### config.mk
export PLATFORM = sky130hd
export DESIGN_NAME = cia_adder
export DESIGN_NICKNAME = d
export VERILOG_FILES = /design/src/rtl/cia_pkg.sv /design/src/rtl/cia_pg_bits.sv /design/src/rtl/cia_group_prefix.sv /design/src/rtl/cia_incr.sv /design/src/rtl/cia_adder.sv
export SDC_FILE = /design/constraint.sdc
export NUM_CORES = 1
export LEC_CHECK = 0
export BUFFER_PORTS_ARGS = -buffer_cell sky130_fd_sc_hd__buf_4
export CAP_MARGIN = 20
export CELL_PAD_IN_SITES_DETAIL_PLACEMENT = 1
export CELL_PAD_IN_SITES_GLOBAL_PLACEMENT = 1
export CORE_ASPECT_RATIO = 1.25
export CORE_MARGIN = 1.5
export CORE_UTILIZATION = 30
export DETAILED_ROUTE_END_ITERATION = 10
export PLACE_DENSITY_LB_ADDON = 0.1
export SETUP_SLACK_MARGIN = 0.2
export SLEW_MARGIN = 0
export SYNTH_ARGS = -nofsm -noshare
export SYNTH_HDL_FRONTEND = slang
export SYNTH_SLANG_ARGS = --single-unit
export TNS_END_PERCENT = 5
### constraint.sdc
create_clock -name vclk -period 3.2
set_input_delay 0.48 -clock vclk [all_inputs]
set_output_delay 0.48 -clock vclk [all_outputs]
set_load 0.03 [all_outputs]
### src/rtl/cia_pkg.sv
package cia_pkg;

  typedef struct packed {
    logic g;
    logic p;
  } pg_t;

  // hi spans the more significant bits
  function automatic pg_t pg_merge(pg_t hi, pg_t lo);
    pg_t r;
    r.g = hi.g | (hi.p & lo.g);
    r.p = hi.p & lo.p;
    return r;
  endfunction

  function automatic logic pg_apply(pg_t x, logic ci);
    return x.g | (x.p & ci);
  endfunction

endpackage

### src/rtl/cia_pg_bits.sv
module cia_pg_bits
  import cia_pkg::*;
#(
  parameter int unsigned W = 32
) (
  input  logic [W-1:0] a_i,
  input  logic [W-1:0] b_i,
  output pg_t  [W-1:0] pg_o
);

  for (genvar i = 0; i < W; i++) begin : g_bit
    assign pg_o[i].g = a_i[i] & b_i[i];
    assign pg_o[i].p = a_i[i] ^ b_i[i];
  end

endmodule

### src/rtl/cia_group_prefix.sv
module cia_group_prefix
  import cia_pkg::*;
#(
  parameter int unsigned W = 4
) (
  input  pg_t [W-1:0] pg_i,
  output pg_t [W-1:0] pref_o
);

  // pref_o[k] spans bits k..0 of the group, carry-in assumed zero
  assign pref_o[0] = pg_i[0];
  for (genvar k = 1; k < W; k++) begin : g_pref
    assign pref_o[k] = pg_merge(pg_i[k], pref_o[k-1]);
  end

endmodule

### src/rtl/cia_incr.sv
module cia_incr
  import cia_pkg::*;
#(
  parameter int unsigned W = 4
) (
  input  pg_t  [W-1:0] pref_i,
  input  logic         ci_i,
  output logic [W-1:0] c_o,
  output logic         co_o
);

  assign c_o[0] = ci_i;
  for (genvar k = 1; k < W; k++) begin : g_inc
    assign c_o[k] = pg_apply(pref_i[k-1], ci_i);
  end
  assign co_o = pg_apply(pref_i[W-1], ci_i);

endmodule

### src/rtl/cia_adder.sv
module cia_adder
  import cia_pkg::*;
#(
  parameter int unsigned N       = 32,
  parameter int unsigned NUM_GRP = 7,
  parameter int unsigned GRP_SZ [NUM_GRP] = '{2, 3, 4, 5, 6, 6, 6}
) (
  input  logic [N-1:0] a_i,
  input  logic [N-1:0] b_i,
  input  logic         cin_i,
  output logic [N-1:0] sum_o,
  output logic         cout_o
);

  function automatic int unsigned grp_lo(int unsigned j);
    int unsigned s = 0;
    for (int unsigned i = 0; i < j; i++) s += GRP_SZ[i];
    return s;
  endfunction

  localparam int unsigned TOTAL = grp_lo(NUM_GRP);

  if (TOTAL != N) begin : g_bad_cfg
    $error("group widths do not add up to N");
  end

  pg_t  [N-1:0]       pg;
  logic [N-1:0]       carry;
  logic [NUM_GRP:0]   grp_ci;

  cia_pg_bits #(.W(N)) i_pg (
    .a_i  (a_i),
    .b_i  (b_i),
    .pg_o (pg)
  );

  assign grp_ci[0] = cin_i;

  for (genvar j = 0; j < NUM_GRP; j++) begin : g_grp
    localparam int unsigned LO = grp_lo(j);
    localparam int unsigned W  = GRP_SZ[j];
    pg_t [W-1:0] pref;

    cia_group_prefix #(.W(W)) i_pref (
      .pg_i   (pg[LO+W-1:LO]),
      .pref_o (pref)
    );

    cia_incr #(.W(W)) i_inc (
      .pref_i (pref),
      .ci_i   (grp_ci[j]),
      .c_o    (carry[LO+W-1:LO]),
      .co_o   (grp_ci[j+1])
    );
  end

  for (genvar i = 0; i < N; i++) begin : g_sum
    assign sum_o[i] = pg[i].p ^ carry[i];
  end

  assign cout_o = grp_ci[NUM_GRP];

endmodule

==> flow_metrics.py, run 1 <==
metrics = {
    "critical_path": {
        "cp.arrival_ns": 2.80,
        "worst-path-buf-inv": 3,
        "crit_path_end_kind": "output port",
        "worstPathCellList": "buf_6, ha_4, o211ai_1, o211ai_1, nand3_1, o21ai_4, a31oi_4, o31a_4, nor2b_4, nor2_2, fa_2, inv_2, buf_6",
        "critPathMaxFanout": 2,
        "cp.depth": 13,
        "cp_slowest_stage_delay_ns": 0.54,
        "worst_path_max_delay_cell": "fa_2",
        "crit_family": "compound AO/OA/AOI/OAI gates",
        "critPathRequiredTime_ns": 2.72,
        "cp-start-kind": "input port",
        "critPathKind": "in2out",
    },
    "hold_path": {
        "hold_path_end": "sum_o[20]",
        "min_from": "b_i[20]",
        "min-delay-path-class": "in2out",
        "whs_path_depth": 3,
    },
    "synth": {
        "netlist.area_leader.share_pct": 26.58,
        "synth_fa_ha_area_share_pct": 35.88,
        "synth_xor_area_share_pct": 12.79,
        "netlist_instances": 198,
        "synth_top_family_by_area": "adder cells",
        "synth.area.top_cells": "ha_1 27%, fa_1 9.3%, xnor2_1 8.7%",
        "yosysWarnings": 0,
        "synth_area_per_cell_sq_um": 7.608,
        "ys_seq_area_share_pct": 0,
        "synth_largest_area_cell": "ha_1",
        "synth_compound_area_share_pct": 29.15,
        "synthMuxAreaShare_pct": 0.6645,
        "yosys.area_share.simple_pct": 15.53,
        "synth_nets": 302,
        "synth_area_sq_um": 1506,
        "synth_cell_types": 37,
    },
    "finish": {
        "drive_above_1_share_pct": 55.99,
        "antenna_cells": 0,
        "utilization_pct": 62.02,
        "final_cell_area_sq_um": 2977,
        "layout_commonest_cell": "buf_4",
        "nets": 440,
        "syn_to_final_growth_pct": 97.59,
        "seq_cells": 0,
        "seq_area_sq_um": 0,
        "clockBufferCount": 0,
        "layout_common_cells": "123 x buf_4, 22 x inv_1, 22 x ha_1, 13 x xnor2_1",
    },
    "global_routing": {
        "grt_pass1_wl_mm": 8.880,
        "grt_pass1_vias": 2074,
        "grt_start_max_net_pins": 8,
        "antenna_found_initial": 0,
        "grt_usage_pct": 19.90,
        "grt_overflow": 0,
    },
    "floorplanning": {
        "fp.dieH_microns": 82.23,
        "rows": 28,
        "die_w_microns": 66.38,
        "die_area_sq_um": 5458,
        "core_area_sq_um": 4800,
        "ioPinCount": 98,
        "initial_core_util_pct": 31.39,
    },
    "drt": {
        "vias_per_cell": 4.987,
        "drt_pass1_iterations": 3,
        "drt-initial-drc-count": 26,
        "wl_mm": 5.573,
        "ant_nets": 0,
        "drc": 0,
        "dr_total_vias": 1965,
        "avgRoutedWirePerCell_microns": 14.14,
    },
    "flow_run": {
        "maxCapViolations": 0,
    },
    "timing": {
        "setup_tns_ns": -0.1386,
        "tightest_slew_ns": 0.2927,
        "setup_viol": 2,
        "slew_violations": 0,
        "min_period_ns": 3.285,
        "hold_violations": 0,
        "grt_setup_unrepaired": "true",
        "fmax_ghz": 0.3044,
        "timing.final.crit_share_pct": 102.6,
        "max_slew_margin_pct": 80.45,
        "hold_ws_ns": 1.392,
        "fin_ws_ns": -0.08463,
    },
    "place": {
        "place_hpwl_mm": 4.435,
        "gp_congestion": 0.7181,
        "placed_area_sq_um": 2606,
        "port_buffers": 98,
    },
    "status": {
        "failed_checks": "setup timing",
        "outcome": "finished, violations left",
    },
    "power": {
        "vdd_ir_drop_max_uv": 179.1,
        "p_total_uw": 874.5,
        "power-per-cell-area_nw_per_um2": 293.8,
        "p_leak_uw": 0.001460,
    },
    "clock_tree": {
        "cts_hold_repair.buffers": 0,
    },
}
routing by layer:
metal / global-route usage [%] / part of all wire, % / up-vias
li1: - / - / 976
met2: 41.10 / 56 / 59
met1: 21.90 / 37 / 924
met3: 2.575 / 5.4 / 6
met5: 0 / 0 / -
met4: 1.633 / 0.63 / 0
tightest hold or removal path, delay by kind of cell:
family                     cells  cell delay, ns
buffers and inverters          2            0.26
adders and majority gates      1            0.17
through the flow:
step                setup WS, ns  std cells
floorplan              -0.005735        198
global placement         -0.1747        390
detailed placement       -0.2143        390
CTS                     -0.07310        393
global route             -0.1927        394
finish                  -0.08463        394
cell type report:
cell class         count  area, sq um
inverters             24        90.09
well taps             60        75.07
fillers              561         1823
multi-input cells    174         1738
repair buffers       136         1074
worst max-delay path by stage:
stage	startpoint	end	slack [ns]
after floorplan	a_i[10]	sum_o[27]	-0.006
after global placement	a_i[9]	sum_o[26]	-0.17
after detailed placement	a_i[3]	sum_o[26]	-0.21
after CTS	a_i[3]	sum_o[26]	-0.07
after global routing	a_i[21]	sum_o[26]	-0.19
final	a_i[3]	sum_o[26]	-0.08
cell usage after synthesis:
cell,number
a211o_1,1
a211oi_1,5
a211oi_2,1
a21o_1,6
a21oi_1,22
a21oi_2,1
a31oi_1,2
a31oi_4,1
and3_1,2
and3_4,1
fa_1,7
ha_1,32
inv_1,24
mux2i_1,1
nand2_1,13
nand2b_1,2
nand3_1,6
nand3b_1,1
nor2_1,14
nor2b_1,4
nor3_1,4
nor3b_1,1
o211ai_1,4
o21a_1,3
o21ai_0,8
o21ai_1,1
o21ai_2,1
o21ai_4,1
o21ba_2,1
o21bai_1,1
o221ai_1,1
o311ai_0,1
o31a_4,1
o31ai_1,1
or3_1,1
xnor2_1,15
xor2_1,7
cells by family (layout without fill, tap and decap cells):
kind of cell               Yosys count  count (layout)
and+or+nand+nor                     49              49
muxes                                1               1
xor gates and xnor gates            22              22
adders and majority gates           39              39
buffers and inverters               24             160
AOI/OAI and AO/OA                   63              63
where the power goes:
| group | leakage (uW) | switching (uW) | internal [uW] |
|---|---|---|---|
| registers | 0 | 0 | 0 |
| logic | 0.00146 | 472 | 403 |
| clock network | 0 | 0 | 0 |
| total | 0.00146 | 472 | 403 |
repair_timing:
item / in CTS / in global routing
resized for setup: 33 / 29
setup buffers: 3 / 1
pin swaps: 21 / 23
setup endpoints to repair: 19 / 20
gates cloned: 0 / 0
(Power assumes the default switching activity.)
==> run 2: changes to the inputs <==
SETUP_SLACK_MARGIN = default   (was 0.2)
==> run 2 against run 1 <==
The flow still finishes with violations (setup timing). Fmax shrank 0.19%. Final cell count fell by 1.3%. Setup slack worse by 0.0062 ns. Wire length up 0.27%. Utilization is 2.2 points lower. Via count down 0.46%. First-iteration DRC count up 3.8%. Critical path depth unchanged. Global-route usage is 0.33 points higher. Power decreased by 5.1%.
==> flow_metrics.py, run 2 (synthesis results as in run 1) <==
metrics = {
    "timing": {
        "tightest_slew_ns": 0.3879,
        "grt_setup_unrepaired": "true",
        "fmax_ghz": 0.3039,
        "timing.final.crit_share_pct": 102.8,
        "min_period_ns": 3.291,
        "hold_ws_ns": 1.360,
        "slew_violations": 0,
        "fin_ws_ns": -0.09087,
        "hold_violations": 0,
        "setup_viol": 2,
        "max_slew_margin_pct": 74.09,
    },
    "finish": {
        "multi_input_area_sq_um": 1647,
        "clockBufferCount": 0,
        "syn_to_final_growth_pct": 90.53,
        "final_cell_area_sq_um": 2870,
        "layout_commonest_cell": "buf_4",
        "seq_cells": 0,
        "nFillCells": 593,
        "drive_above_1_share_pct": 50.15,
        "layout_common_cells": "111 x buf_4, 23 x inv_1, 20 x ha_1, 20 x buf_6, 19 x a21oi_1",
        "utilization_pct": 59.80,
        "seq_area_sq_um": 0,
        "antenna_cells": 0,
        "nets": 435,
    },
    "floorplanning": {
        "fp.dieH_microns": 82.23,
        "initial_core_util_pct": 31.39,
        "rows": 28,
        "die_area_sq_um": 5458,
        "die_w_microns": 66.38,
        "core_area_sq_um": 4800,
        "ioPinCount": 98,
    },
    "power": {
        "vdd_ir_drop_max_uv": 151.6,
        "p_total_uw": 829.9,
        "p_leak_uw": 0.001418,
        "power-per-cell-area_nw_per_um2": 289.2,
    },
    "status": {
        "outcome": "finished, violations left",
        "failed_checks": "setup timing",
    },
    "critical_path": {
        "cp-start-kind": "input port",
        "cp.arrival_ns": 2.81,
        "critPathMaxFanout": 3,
        "crit_path_end_kind": "output port",
        "critPathRequiredTime_ns": 2.72,
        "critPathKind": "in2out",
    },
    "hold_path": {
        "whs_path_depth": 3,
        "min_from": "b_i[20]",
        "hold_path_end": "sum_o[20]",
        "min-delay-path-class": "in2out",
    },
    "global_routing": {
        "grt_usage_pct": 20.23,
        "grt_pass1_vias": 2113,
        "grt_start_max_net_pins": 8,
        "antenna_found_initial": 0,
        "grt_pass1_wl_mm": 8.935,
        "grt_overflow": 0,
    },
    "drt": {
        "dr_total_vias": 1956,
        "drt-initial-drc-count": 27,
        "vias_per_cell": 5.028,
        "avgRoutedWirePerCell_microns": 14.37,
        "wl_mm": 5.588,
        "ant_nets": 0,
        "drt_pass1_iterations": 4,
        "drc": 0,
    },
    "place": {
        "gp_congestion": 0.7399,
        "place_hpwl_mm": 4.582,
        "port_buffers": 98,
        "placed_area_sq_um": 2550,
    },
    "flow_run": {
        "maxCapViolations": 0,
    },
}
run 2: cell types whose count changed in the layout (fill, tap and decap cells not counted), sizes merged:
cell / change
buf: -5
run 2: through the flow:
stage / worst slack [ns] / instances / TNS, ns
after floorplan: -0.08415 / 198 / -0.1311
after global placement: -0.1547 / 386 / -0.4166
after detailed placement: -0.2590 / 386 / -0.8895
after CTS: -0.07435 / 389 / -0.1592
after global routing: -0.2035 / 389 / -0.4903
final: -0.09087 / 389 / -0.1455
run 2: worst max path at each step:
stage | from | endpoint | slack, ns
2_1_floorplan | a_i[10] | sum_o[27] | -0.08
3_3_place_gp | a_i[11] | sum_o[27] | -0.15
3_5_place_dp | b_i[6] | sum_o[27] | -0.26
4_1_cts | a_i[11] | sum_o[26] | -0.07
5_1_grt | a_i[3] | sum_o[26] | -0.20
6_report | a_i[6] | sum_o[26] | -0.09
run 2: final cells by class:
cell class | count | share of cell area [%]
inverter | 24 | 3.139
multi-input combinational | 174 | 57.37
tap | 60 | 2.616
timing repair buffer | 131 | 36.88
run 2: repair_timing:
action,in CTS,in global routing
hold buffers,0,0
resized for setup,41,9
setup buffers,3,0
pin swaps,22,5
endpoints found under the setup margin,8,13
run 2: per-layer routing:
| metal | vias to the layer above | GRT usage [%] | wire [microns] |
|---|---|---|---|
| met1 | 923 | 20.00 | 1946 |
| met3 | 6 | 3.523 | 343 |
| li1 | 969 | - | - |
| met5 | - | 0 | 0 |
| met4 | 0 | 3.061 | 64 |
| met2 | 58 | 43.20 | 3233 |
run 2: report_power, final:
| group | internal, uW | switching (uW) |
|---|---|---|
| combinational | 379 | 451 |
| sequential | 0 | 0 |
| clock | 0 | 0 |
run 2: critical path, cell delays in order:
cell	delay [ns]
buf_6	0.09
ha_4	0.27
o211ai_1	0.14
nor3_2	0.25
nand3_1	0.18
o21ai_4	0.12
a31oi_4	0.10
o31a_4	0.31
nor2b_4	0.11
nor2_2	0.06
fa_2	0.54
inv_2	0.04
buf_6	0.12
